$ cat src/rtl/rrm_pkg.sv
package rrm_pkg;
  localparam int CMD_W = 3;
  localparam int RSP_W = 2;

  localparam logic [CMD_W-1:0] OP_IDLE  = 3'b000;
  localparam logic [CMD_W-1:0] OP_WRITE = 3'b001;
  localparam logic [CMD_W-1:0] OP_READ  = 3'b010;

  localparam logic [RSP_W-1:0] RS_NULL = 2'b00;
  localparam logic [RSP_W-1:0] RS_DATA = 2'b01;
  localparam logic [RSP_W-1:0] RS_RSVD = 2'b10;
  localparam logic [RSP_W-1:0] RS_ERR  = 2'b11;

  // FREE: no command pending, HOLD: command shown but not accepted,
  // AWAIT: read accepted, response still owed
  typedef enum logic [1:0] {PH_FREE, PH_HOLD, PH_AWAIT} phase_e;
endpackage

$ cat src/rtl/rrm_hold_store.sv
module rrm_hold_store #(
  parameter int AW = 32,
  parameter int DW = 32
) (
  input  logic                     clk,
  input  logic                     rst_n,
  input  logic                     capture,
  input  logic [rrm_pkg::CMD_W-1:0] cmd_code,
  input  logic [AW-1:0]            cmd_addr,
  input  logic [DW-1:0]            cmd_wdata,
  output logic                     same_cmd,
  output logic                     same_addr,
  output logic                     same_data
);
  logic [rrm_pkg::CMD_W-1:0] held_cmd;
  logic [AW-1:0]             held_addr;
  logic [DW-1:0]             held_data;

  always_ff @(posedge clk or negedge rst_n) begin
    if (!rst_n) begin
      held_cmd  <= '0;
      held_addr <= '0;
      held_data <= '0;
    end else if (capture) begin
      held_cmd  <= cmd_code;
      held_addr <= cmd_addr;
      held_data <= cmd_wdata;
    end
  end

  assign same_cmd  = (held_cmd == cmd_code);
  assign same_addr = (held_addr == cmd_addr);
  assign same_data = (held_data == cmd_wdata);
endmodule

$ cat src/rtl/rrm_phase_tracker.sv
module rrm_phase_tracker
  import rrm_pkg::*;
(
  input  logic             clk,
  input  logic             rst_n,
  input  logic [CMD_W-1:0] cmd_code,
  input  logic             slv_accept,
  input  logic [RSP_W-1:0] slv_resp,
  input  logic             same_cmd,
  input  logic             same_addr,
  input  logic             same_data,
  output logic             capture,
  output logic             bad
);
  phase_e phase_q, phase_d;
  logic   is_idle, is_write, is_read, cmd_rsvd;
  logic   rsp_null, rsp_end, rsp_rsvd;

  assign is_idle  = (cmd_code == OP_IDLE);
  assign is_write = (cmd_code == OP_WRITE);
  assign is_read  = (cmd_code == OP_READ);
  assign cmd_rsvd = !(is_idle || is_write || is_read);
  assign rsp_null = (slv_resp == RS_NULL);
  assign rsp_rsvd = (slv_resp == RS_RSVD);
  assign rsp_end  = (slv_resp == RS_DATA) || (slv_resp == RS_ERR);

  always_comb begin
    phase_d = phase_q;
    capture = 1'b0;
    bad     = cmd_rsvd || rsp_rsvd;
    unique case (phase_q)
      PH_FREE, PH_HOLD: begin
        if (phase_q == PH_HOLD &&
            !(same_cmd && same_addr && (!is_write || same_data)))
          bad = 1'b1;
        if (is_write) begin
          if (!rsp_null) bad = 1'b1;
          if (slv_accept) begin
            phase_d = PH_FREE;
          end else begin
            phase_d = PH_HOLD;
            capture = (phase_q == PH_FREE);
          end
        end else if (is_read) begin
          if (slv_accept) begin
            phase_d = rsp_null ? PH_AWAIT : PH_FREE;
          end else begin
            if (!rsp_null) bad = 1'b1;
            phase_d = PH_HOLD;
            capture = (phase_q == PH_FREE);
          end
        end else begin
          if (!rsp_null) bad = 1'b1;
          phase_d = PH_FREE;
        end
      end
      PH_AWAIT: begin
        if (!is_idle) bad = 1'b1;
        if (rsp_end) phase_d = PH_FREE;
      end
      default: phase_d = PH_FREE;
    endcase
    if (bad) phase_d = PH_FREE;
  end

  always_ff @(posedge clk or negedge rst_n) begin
    if (!rst_n) phase_q <= PH_FREE;
    else        phase_q <= phase_d;
  end
endmodule

$ cat src/rtl/req_rsp_master_monitor.sv
module req_rsp_master_monitor #(
  parameter int AW = 32,
  parameter int DW = 32
) (
  input  logic          clk,
  input  logic          rst_n,
  input  logic [2:0]    cmd_code,
  input  logic [AW-1:0] cmd_addr,
  input  logic [DW-1:0] cmd_wdata,
  input  logic          slv_accept,
  input  logic [1:0]    slv_resp,
  output logic          proto_ok,
  output logic          viol_pulse
);
  logic capture, bad, same_cmd, same_addr, same_data;
  logic ok_q, ok_d, pulse_q, pulse_d;

  rrm_hold_store #(.AW(AW), .DW(DW)) u_hold (
    .clk(clk), .rst_n(rst_n), .capture(capture),
    .cmd_code(cmd_code), .cmd_addr(cmd_addr), .cmd_wdata(cmd_wdata),
    .same_cmd(same_cmd), .same_addr(same_addr), .same_data(same_data)
  );

  rrm_phase_tracker u_phase (
    .clk(clk), .rst_n(rst_n), .cmd_code(cmd_code),
    .slv_accept(slv_accept), .slv_resp(slv_resp),
    .same_cmd(same_cmd), .same_addr(same_addr), .same_data(same_data),
    .capture(capture), .bad(bad)
  );

  always_comb begin
    ok_d    = ok_q && !bad;
    pulse_d = ok_q && bad;
  end

  always_ff @(posedge clk or negedge rst_n) begin
    if (!rst_n) begin
      ok_q    <= 1'b1;
      pulse_q <= 1'b0;
    end else begin
      ok_q    <= ok_d;
      pulse_q <= pulse_d;
    end
  end

  assign proto_ok   = ok_q;
  assign viol_pulse = pulse_q;
endmodule

$ cat config.mk
export PLATFORM = sky130hd
export DESIGN_NAME = req_rsp_master_monitor
export DESIGN_NICKNAME = d
export VERILOG_FILES = /design/src/rtl/rrm_pkg.sv /design/src/rtl/rrm_hold_store.sv /design/src/rtl/rrm_phase_tracker.sv /design/src/rtl/req_rsp_master_monitor.sv
export SDC_FILE = /design/constraint.sdc
export NUM_CORES = 1
export LEC_CHECK = 0
export BUFFER_PORTS_ARGS = -buffer_cell sky130_fd_sc_hd__clkbuf_2
export CELL_PAD_IN_SITES_DETAIL_PLACEMENT = 1
export CELL_PAD_IN_SITES_GLOBAL_PLACEMENT = 1
export CORE_MARGIN = 2
export CORE_UTILIZATION = 40
export DETAILED_ROUTE_END_ITERATION = 8
export PLACE_DENSITY_LB_ADDON = 0.1
export SYNTH_ARGS = -nofsm -noshare
export SYNTH_HDL_FRONTEND = slang
export SYNTH_SLANG_ARGS = --single-unit
$ cat constraint.sdc
create_clock -name clk -period 2.2 [get_ports clk]
set_clock_uncertainty 0.15 [all_clocks]
set_input_delay 0.22 -clock clk [delete_from_list [all_inputs] [get_ports clk]]
set_output_delay 0.22 -clock clk [all_outputs]
set_load 0.005 [all_outputs]
==> flow_summary.json, run 1 <==
{
  "outcome": "complete, no violations",
  "first_pass_iters": 4,
  "ys_ff_latch": 71,
  "arrival_ps": 2080,
  "endpoint_kind": "register",
  "pre_cts_ws_ps": 230,
  "gp_congestion": 0.712,
  "post_drt_wl_per_cell_um": 15.2,
  "cts-htree-levels": 3,
  "slowest_stage": "dlygate4sd3_1",
  "p_leak_nw": 2.18,
  "start_util": 0.408,
  "max-vdd-ir-drop_mv": 0.387,
  "min_path_type": "input port to register",
  "power.internal_w": 0.00298,
  "grt_pass1_vias": 2871,
  "initialDrtViolationCount": 34,
  "critPathKind": "input port to register",
  "fmax_mhz": 501,
  "cp.required_ps": 2290,
  "grt_pass1_wl_um": 13800,
  "core_sq_um": 9150,
  "layout-drive-gt1-share": 0.340,
  "die_y_um": 101,
  "p_clk_frac": 0.296,
  "combPwrFrac": 0.253,
  "syn_area_sq_um": 3730,
  "postRouteAntennaNets": 0,
  "worstMarginPinSlew_ps": 442,
  "synth_edf_count": 0,
  "async_flop_share": 1.00,
  "p_per_area_nw_per_um2": 793,
  "cts_root_buf": "clkbuf_8",
  "vias": 2592,
  "cts_resized": 0,
  "seq_area_frac_synth": 0.476,
  "synth_flop_cell": "dfrtp_1",
  "period_needed_ps": 2000,
  "io_buffers": 73,
  "rows": 35,
  "tns_ps": 0,
  "place_area_sq_um": 4190,
  "power.switching_w": 0.00103,
  "synth.avg_cell_area_sq_um": 13.9,
  "grt_max_degree": 72,
  "critPathBufInv": 2,
  "ys_warn_count": 0,
  "synth_nets": 341,
  "drcViolationCount": 0,
  "via_per_inst": 4.90,
  "yosys.cell_types.count": 34,
  "p_sw_frac": 0.257,
  "antenna_found_initial": 0,
  "cpPeakStageDelay_ps": 540,
  "dieArea_sq_um": 10100,
  "antenna_cells": 0,
  "crit-reg2reg-launch": "u_phase.phase_q[1]",
  "drv_cap": 0,
  "startpoint_type": "input port",
  "slew_headroom": 0.703,
  "p_seq_frac": 0.451,
  "grtUsageTotal": 0.176,
  "rsz0062_at_grt": "no",
  "hold_viol": 0,
  "layout.nets": 485,
  "clock_latency_ps": 340,
  "min_from": "cmd_code[0]",
  "clockBufferDepth": 2,
  "grt_overflow_total": 0,
  "setup_viol": 0,
  "period_share": 0.907,
  "worst_slack_ps": 204,
  "crit_fanout": 4,
  "die_w_um": 101,
  "cts_buffers": 9,
  "critPathTopFamily": "simple AND/OR/NAND/NOR gates",
  "clk_pin_slew_worst_paths_ps": 80,
  "drt-total-wl_um": 8040,
  "drv_slew": 0,
  "setup.worst_path.start": "cmd_addr[3]",
  "cts_tree": "built",
  "dpl.hpwl_um": 5070,
  "final_area_sq_um": 5060,
  "syn_inst": 269,
  "ios": 74,
  "cts_sinks": 71,
  "path_cells": "dlygate4sd3_1, clkbuf_2, xnor2_1, nand4_1, nor4_2, nand3_1, o211a_1",
  "areaGrowthSynthToFinish_pct": 35.5
}
logic make-up (layout without fill, tap and decap cells):
family / after synthesis / in the layout / synth area share
flops: 71 / 71 / 0.476
xor+xnor: 68 / 68 / 0.161
mux: 65 / 65 / 0.234
simple gates: 42 / 42 / 0.0724
compound gates: 13 / 13 / 0.0228
buf+inv: 10 / 159 / 0.0335
final timing paths:
kind / endpoint / slack, ps / cells after the start
setup / recovery: viol_pulse / 200 / 7
setup reg to reg: u_hold.held_data[5] / 260 / 4
hold reg to reg: proto_ok / 360 / 2
hold / removal: u_hold.held_cmd[1] / 30 / 2
max in group asynchronous: proto_ok / 1280 / 3
min in group asynchronous: u_hold.held_addr[18] / 260 / 3
metrics by stage:
stage | utilization | total power, W | instances | hold slack, ps
5_1_grt | 0.553 | 0.00425 | 529 | 25.2
6_report | 0.553 | 0.00401 | 529 | 32.4
3_5_place_dp | 0.458 | 0.00276 | 448 | 120
2_1_floorplan | - | 0.00252 | 269 | -226
4_1_cts | 0.553 | 0.00408 | 529 | 7.75
3_3_place_gp | 0.458 | 0.00272 | 448 | 125
cell usage after synthesis (all sizes together) (2+ instances only):
library cell,n,area share
o211a,2,0.0054
nand2,5,0.0050
a21oi,4,0.0054
nand3,2,0.0027
dfrtp,70,0.47
xor2,2,0.0047
buf,9,0.032
xnor2,66,0.16
nand2b,3,0.0050
nand4,18,0.030
nor2,4,0.0040
o21ai,3,0.0040
nor4,5,0.014
mux2,64,0.23
layout make-up:
type	count	area, sq um
sequential	71	1780
clock inverter	3	65.1
multi-input combinational	188	1830
tap	111	139
timing repair buffer	142	1090
fill	951	4090
inverter	1	3.75
clock buffer	13	159
registers in the layout, summed over array words and instances (netlist names):
name / count
u_hold.held_cmd: 3
proto_ok: 1
viol_pulse: 1
u_hold.held_addr: 32
u_hold.held_data: 32
u_phase.phase_q: 2
repair_timing:
action                    4_1_cts  5_1_grt
hold buffers                   65        0
buffers inserted                0        0
hold endpoints to repair      134        0
cells in the final DEF, fill, tap and decap left out, types with 2 or more instances in the layout:
master,netlist,final
xor2_1,2,2
o21ai_1,2,2
o211a_1,2,2
mux2_4,38,38
nand2_1,5,5
clkbuf_1,0,2
buf_4,4,2
a21oi_1,4,4
clkbuf_8,0,11
nor4_1,3,3
nand4_1,18,18
nand3_1,2,2
xnor2_1,65,65
bufinv_16,0,2
dfrtp_1,70,70
nor2_1,4,4
mux2_2,8,8
dlygate4sd3_1,0,65
buf_12,4,3
mux2_1,18,18
clkbuf_2,0,72
nand2b_1,3,3
layer usage:
layer	track usage	part of all wire	vias up
li1	-	-	1228
met1	0.209	0.43	1303
met2	0.311	0.52	52
met3	0.0402	0.036	9
met4	0.0601	0.013	0
met5	0	0	-
power groups by stage:
stage | Clock [W] | Combinational (W) | Sequential, W
6_report | 0.00119 | 0.00102 | 0.00181
5_1_grt | 0.00128 | 0.00112 | 0.00185
4_1_cts | 0.00124 | 0.00103 | 0.00181
3_5_place_dp | 0 | 0.000934 | 0.00183
3_3_place_gp | 0 | 0.000911 | 0.00181
2_1_floorplan | 0 | 0.000734 | 0.00178
(Power assumes the default switching activity.)
==> run 2, diff against run 1 <==
- SETUP_SLACK_MARGIN: not set -> 0.5
==> flow_summary.json, run 2 (synthesis results as in run 1) <==
{
  "io_buffers": 73,
  "first_pass_iters": 4,
  "gr-usage-met3": 0.0305,
  "min_from": "cmd_code[0]",
  "core_sq_um": 9150,
  "areaGrowthSynthToFinish_pct": 46.6,
  "layout.nets": 501,
  "dpl.hpwl_um": 5400,
  "drv_cap": 0,
  "cts_sinks": 71,
  "fin_util": 0.598,
  "most-common-layout-cells": "clkbuf_2 (72), dfrtp_1 (69), dlygate4sd3_1 (65)",
  "path_cells": "xnor2_1, nand4_1, nor4_4, a31oi_2, o211a_1",
  "min_path_type": "input port to register",
  "period_needed_ps": 1790,
  "grt_most_used_layer": "met2",
  "outcome": "complete, no violations",
  "cpPeakStageDelay_ps": 420,
  "startpoint_type": "register",
  "clockBufferDepth": 2,
  "clock_latency_ps": 350,
  "slew_headroom": 0.650,
  "crit_fanout": 3,
  "initialDrtViolationCount": 36,
  "crit-reg2reg-launch": "u_hold.held_data[22]",
  "setup_viol": 0,
  "layout-drive-gt1-share": 0.422,
  "start_util": 0.408,
  "cts_tree": "built",
  "grt_pass1_wl_um": 14800,
  "endpoint_kind": "register",
  "cts_root_buf": "clkbuf_8",
  "place_area_sq_um": 4210,
  "cp.required_ps": 2290,
  "cts-htree-levels": 3,
  "antenna_found_initial": 0,
  "fmax_mhz": 558,
  "post_drt_wl_per_cell_um": 17.5,
  "worstMarginPinSlew_ps": 525,
  "cts_buffers": 9,
  "slowest_stage": "dfrtp_1",
  "drcViolationCount": 0,
  "grt_overflow_total": 0,
  "critPathKind": "register to register",
  "grt_pass1_vias": 2984,
  "setup.worst_path.start": "u_hold.held_data[22]",
  "vias": 2678,
  "p_per_area_nw_per_um2": 768,
  "clk_pin_slew_worst_paths_ps": 80,
  "ios": 74,
  "die_y_um": 101,
  "final_area_sq_um": 5470,
  "arrival_ps": 1880,
  "die_w_um": 101,
  "gp_congestion": 0.694,
  "rows": 35,
  "p_leak_nw": 2.41,
  "final_common_cell": "clkbuf_2",
  "rsz0062_at_grt": "yes",
  "tns_ps": 0,
  "holdWs_ps": 49.2,
  "drv_slew": 0,
  "grtUsageMet2": 0.348,
  "max-vdd-ir-drop_mv": 0.395,
  "period_share": 0.814,
  "total_power_w": 0.00421,
  "hold_viol": 0,
  "dieArea_sq_um": 10100,
  "grtUsageTotal": 0.192,
  "postRouteAntennaNets": 0,
  "antenna_cells": 0,
  "via_per_inst": 4.91,
  "grt_max_degree": 40,
  "reg.largest.list": "u_hold.held_addr (32), u_hold.held_data (32), u_hold.held_cmd (3)",
  "use_met1": 0.227,
  "fillers": 929,
  "drt-total-wl_um": 9520
}
==> run 2: cell types whose count changed in the layout (fill, tap and decap cells not counted), sizes merged <==
cell | before | now
clkinv | 1 | 3
clkinvlp | 0 | 2
buf | 5 | 19
clkbuf | 85 | 83
==> run 2: through the flow <==
stage,setup WS [ps],instances
after floorplan,474,269
final,409,545
after global routing,323,545
after detailed placement,263,451
after global placement,316,451
after CTS,410,542
==> run 2: timing repair <==
| action | CTS | global route |
|---|---|---|
| setup buffers | 6 | 1 |
| pin swaps | 3 | 6 |
| endpoints found under the setup margin | 67 | 69 |
| hold endpoints to repair | 99 | 0 |
| gates cloned | 4 | 2 |
| resized for setup | 13 | 29 |
| hold buffers | 65 | 0 |
==> run 2: layout make-up <==
cell class / instances / area, sq um / area share
Clock inverter: 7 / 97.6 / 0.0178
Inverter: 1 / 3.75 / 0.000686
Clock buffer: 9 / 124 / 0.0226
Tap cell: 111 / 139 / 0.0254
Multi-Input combinational cell: 188 / 1990 / 0.363
Timing Repair Buffer: 158 / 1350 / 0.246
Sequential cell: 71 / 1780 / 0.325
==> run 2: critical path: cells and delay by family, from the launching register on <==
kind / cells / cell delay, ps
xor gates and xnor gates: 1 / 190
DFF: 1 / 420
AOI/OAI and AO/OA: 2 / 430
and+or+nand+nor: 2 / 510
==> run 2: final timing paths <==
check	to	slack (ps)	depth (start not counted)
max in group asynchronous	u_hold.held_data[8]	1050	3
max	viol_pulse	410	5
min in group asynchronous	u_hold.held_addr[25]	230	2
max reg2reg	viol_pulse	410	5
min	u_hold.held_cmd[1]	50	2
min reg2reg	proto_ok	350	2
==> run 2: routing by layer <==
metal  vias up  part of all wire  wire length [um]
li1       1267                 -                 -
met1      1349              0.43              4120
met5         -                 0                 0
met3        12             0.030               283
met4         0             0.015               145
met2        50              0.52              4970
==> run 2: power by group <==
group	internal, W	total [W]	switching, W
clock network	0.000640	0.00118	0.000543
registers	0.00160	0.00183	0.000227
logic	0.000812	0.00120	0.000385
==> run 3, diff against run 2 <==
- ABC_AREA: not set -> 1
- CORE_UTILIZATION: 40 -> 36
- clock period: 2.2 -> 1.6 ns (I/O delays scaled with it)
==> flow_summary.json, run 3 <==
{
  "final_area_sq_um": 6470,
  "synth_edf_count": 0,
  "max-vdd-ir-drop_mv": 0.568,
  "finalNonFillerCells": 857,
  "cts_tree": "built",
  "cts-htree-levels": 3,
  "p_sw_frac": 0.333,
  "power.internal_w": 0.00397,
  "die_w_um": 107,
  "crit-reg2reg-launch": "u_hold.held_data[0]",
  "startpoint_type": "register",
  "combPwrFrac": 0.320,
  "worst_slack_ps": -292,
  "cp.required_ps": 1730,
  "core_sq_um": 10300,
  "cts_sinks": 71,
  "arrival_ps": 2020,
  "reg.largest.list": "u_hold.held_addr (32), u_hold.held_data (32), u_hold.held_cmd (3)",
  "seq_area_frac_synth": 0.464,
  "setup_viol": 16,
  "place_area_sq_um": 4460,
  "period_share": 1.18,
  "layout.nets": 788,
  "cts_root_buf": "clkbuf_8",
  "synth.avg_cell_area_sq_um": 7.30,
  "rsz0062_at_grt": "yes",
  "dr.max_layer_used": "met4",
  "p_seq_frac": 0.407,
  "outcome": "finished with violations",
  "worstMarginPinSlew_ps": 435,
  "wirelength_met1_um": 5840,
  "slowest_stage": "dfrtp_1",
  "clockBufferDepth": 2,
  "async_flop_share": 1.00,
  "post_drt_wl_per_cell_um": 17.6,
  "setup.worst_path.start": "u_hold.held_data[0]",
  "place_inst": 744,
  "power.switching_w": 0.00198,
  "yosysMostFrequentCell": "nand2_1",
  "layout-drive-gt1-share": 0.391,
  "grt_pass1_wl_um": 22700,
  "dpl.hpwl_um": 7040,
  "wl_met3_um": 476,
  "drcViolationCount": 0,
  "grt_max_degree": 28,
  "yosys.cell_types.count": 23,
  "rows": 37,
  "vias": 4112,
  "p_per_area_nw_per_um2": 920,
  "antenna_cells": 0,
  "drt-total-wl_um": 15100,
  "min_path_type": "input port to register",
  "path_cells": "inv_1, nand2_1, nand2_1, nand2_1, nor2_1, nand2_1, nor2_2, nand2_1, nand2_1, nand2_1, nand2_1, nand2_1, nand2_2, nand2_4, nor2_2",
  "synth_flop_cell": "dfrtp_1",
  "cts_buffers": 9,
  "crit_top_cell": "nand2_1",
  "gp_congestion": 0.773,
  "clock_latency_ps": 360,
  "initialDrtViolationCount": 83,
  "yosysTopAreaCellShare": 0.457,
  "die_y_um": 107,
  "critPathKind": "register to register",
  "fmax_mhz": 529,
  "endpoint_kind": "register",
  "most-common-layout-cells": "nand2_1 (174), clkbuf_2 (70), dfrtp_1 (70)",
  "violations": "setup timing",
  "grtUsageTotal": 0.255,
  "final_common_cell": "nand2_1",
  "min_from": "slv_resp[1]",
  "ys_ff_latch": 71,
  "grt_pass1_vias": 4666,
  "hold_viol": 0,
  "syn_inst": 525,
  "via_per_inst": 4.80,
  "syn_area_sq_um": 3830,
  "ios": 74,
  "grt_overflow_total": 0,
  "period_needed_ps": 1890,
  "io_buffers": 73,
  "synth_commonest_cells": "nand2_1 (263), dfrtp_1 (70), inv_1 (59)",
  "antenna_found_initial": 0,
  "cpPeakStageDelay_ps": 390,
  "clk_pin_slew_worst_paths_ps": 80,
  "p_clk_frac": 0.273,
  "wl_met2_um": 8230,
  "ys_warn_count": 0,
  "crit_fanout": 3,
  "drv_slew": 0,
  "drv_cap": 0,
  "synth_nets": 597,
  "postRouteAntennaNets": 0,
  "yosys.area.top_type": "dfrtp_1",
  "areaGrowthSynthToFinish_pct": 68.7,
  "slew_headroom": 0.710,
  "first_pass_iters": 4,
  "p_leak_nw": 3.43,
  "start_util": 0.371,
  "ys_top_cells_by_area": "dfrtp_1 (46%), nand2_1 (26%), xnor2_1 (6.6%), inv_1 (5.8%), nor2_1 (3.2%)",
  "dieArea_sq_um": 11500
}
run 3: cell families (layout without fill, tap and decap cells):
logic type | after synthesis | count (layout) | share of synthesized area
compound gates | 31 | 31 | 0.0418
buf+inv | 75 | 271 | 0.0933
simple gates | 309 | 309 | 0.312
xor+xnor | 39 | 39 | 0.0891
flops | 71 | 71 | 0.464
run 3: power groups by stage:
stage / combinational (W) / clock, W / sequential, W
after global placement: 0.00119 / 0 / 0.00237
after global routing: 0.00210 / 0.00170 / 0.00245
after floorplan: 0.000821 / 0 / 0.00235
after CTS: 0.00167 / 0.00162 / 0.00237
after detailed placement: 0.00124 / 0 / 0.00240
final: 0.00191 / 0.00162 / 0.00242
run 3: through the flow:
step | hold WS, ps | TNS [ps] | setup slack, ps | total power [W] | util
after floorplan | -286 | 0 | 180 | 0.00317 | -
after detailed placement | -32.3 | -2090 | -171 | 0.00364 | 0.432
after global routing | 89.0 | -3800 | -443 | 0.00626 | 0.627
final | 79.0 | -1160 | -292 | 0.00595 | 0.627
after CTS | -116 | -641 | -172 | 0.00566 | 0.596
after global placement | -34.4 | -1450 | -105 | 0.00356 | 0.432
run 3: final timing paths:
| kind | end | slack, ps | depth (start not counted) |
|---|---|---|---|
| worst max-delay path | u_phase.phase_q[1] | -290 | 15 |
| max in group asynchronous | u_hold.held_data[3] | 640 | 3 |
| min in group asynchronous | u_hold.held_addr[5] | 130 | 2 |
| worst max register to register | u_phase.phase_q[1] | -290 | 15 |
| worst min-delay path | proto_ok | 80 | 4 |
| worst min register to register | u_hold.held_addr[11] | 360 | 2 |
run 3: final cells by class:
class                      count  area, sq um
inverter                      61          241
fill                        1222         3850
multi-input combinational    379         2220
clock buffer                  12          135
tap                          136          170
timing repair buffer         194         1850
sequential                    71         1780
clock inverter                 4         70.1
run 3: critical path: cells and delay by family (launching register included):
family	cells	cell delay, ps
buffers and inverters	1	100
DFF	1	390
and+or+nand+nor	14	1180
run 3: routing by layer:
layer,GRT usage,vias to the layer above
met4,0.0928,0
met5,0,-
met3,0.0365,42
li1,-,1945
met2,0.484,80
met1,0.286,2045
run 3: timing repair:
action | 4_1_cts | 5_1_grt
hold buffers | 64 | 1
gates resized for setup | 124 | 83
endpoints found under the hold margin | 135 | 1
setup buffers | 15 | 4
cloned | 13 | 0
pin swaps | 60 | 33
endpoints found under the setup margin | 73 | 73
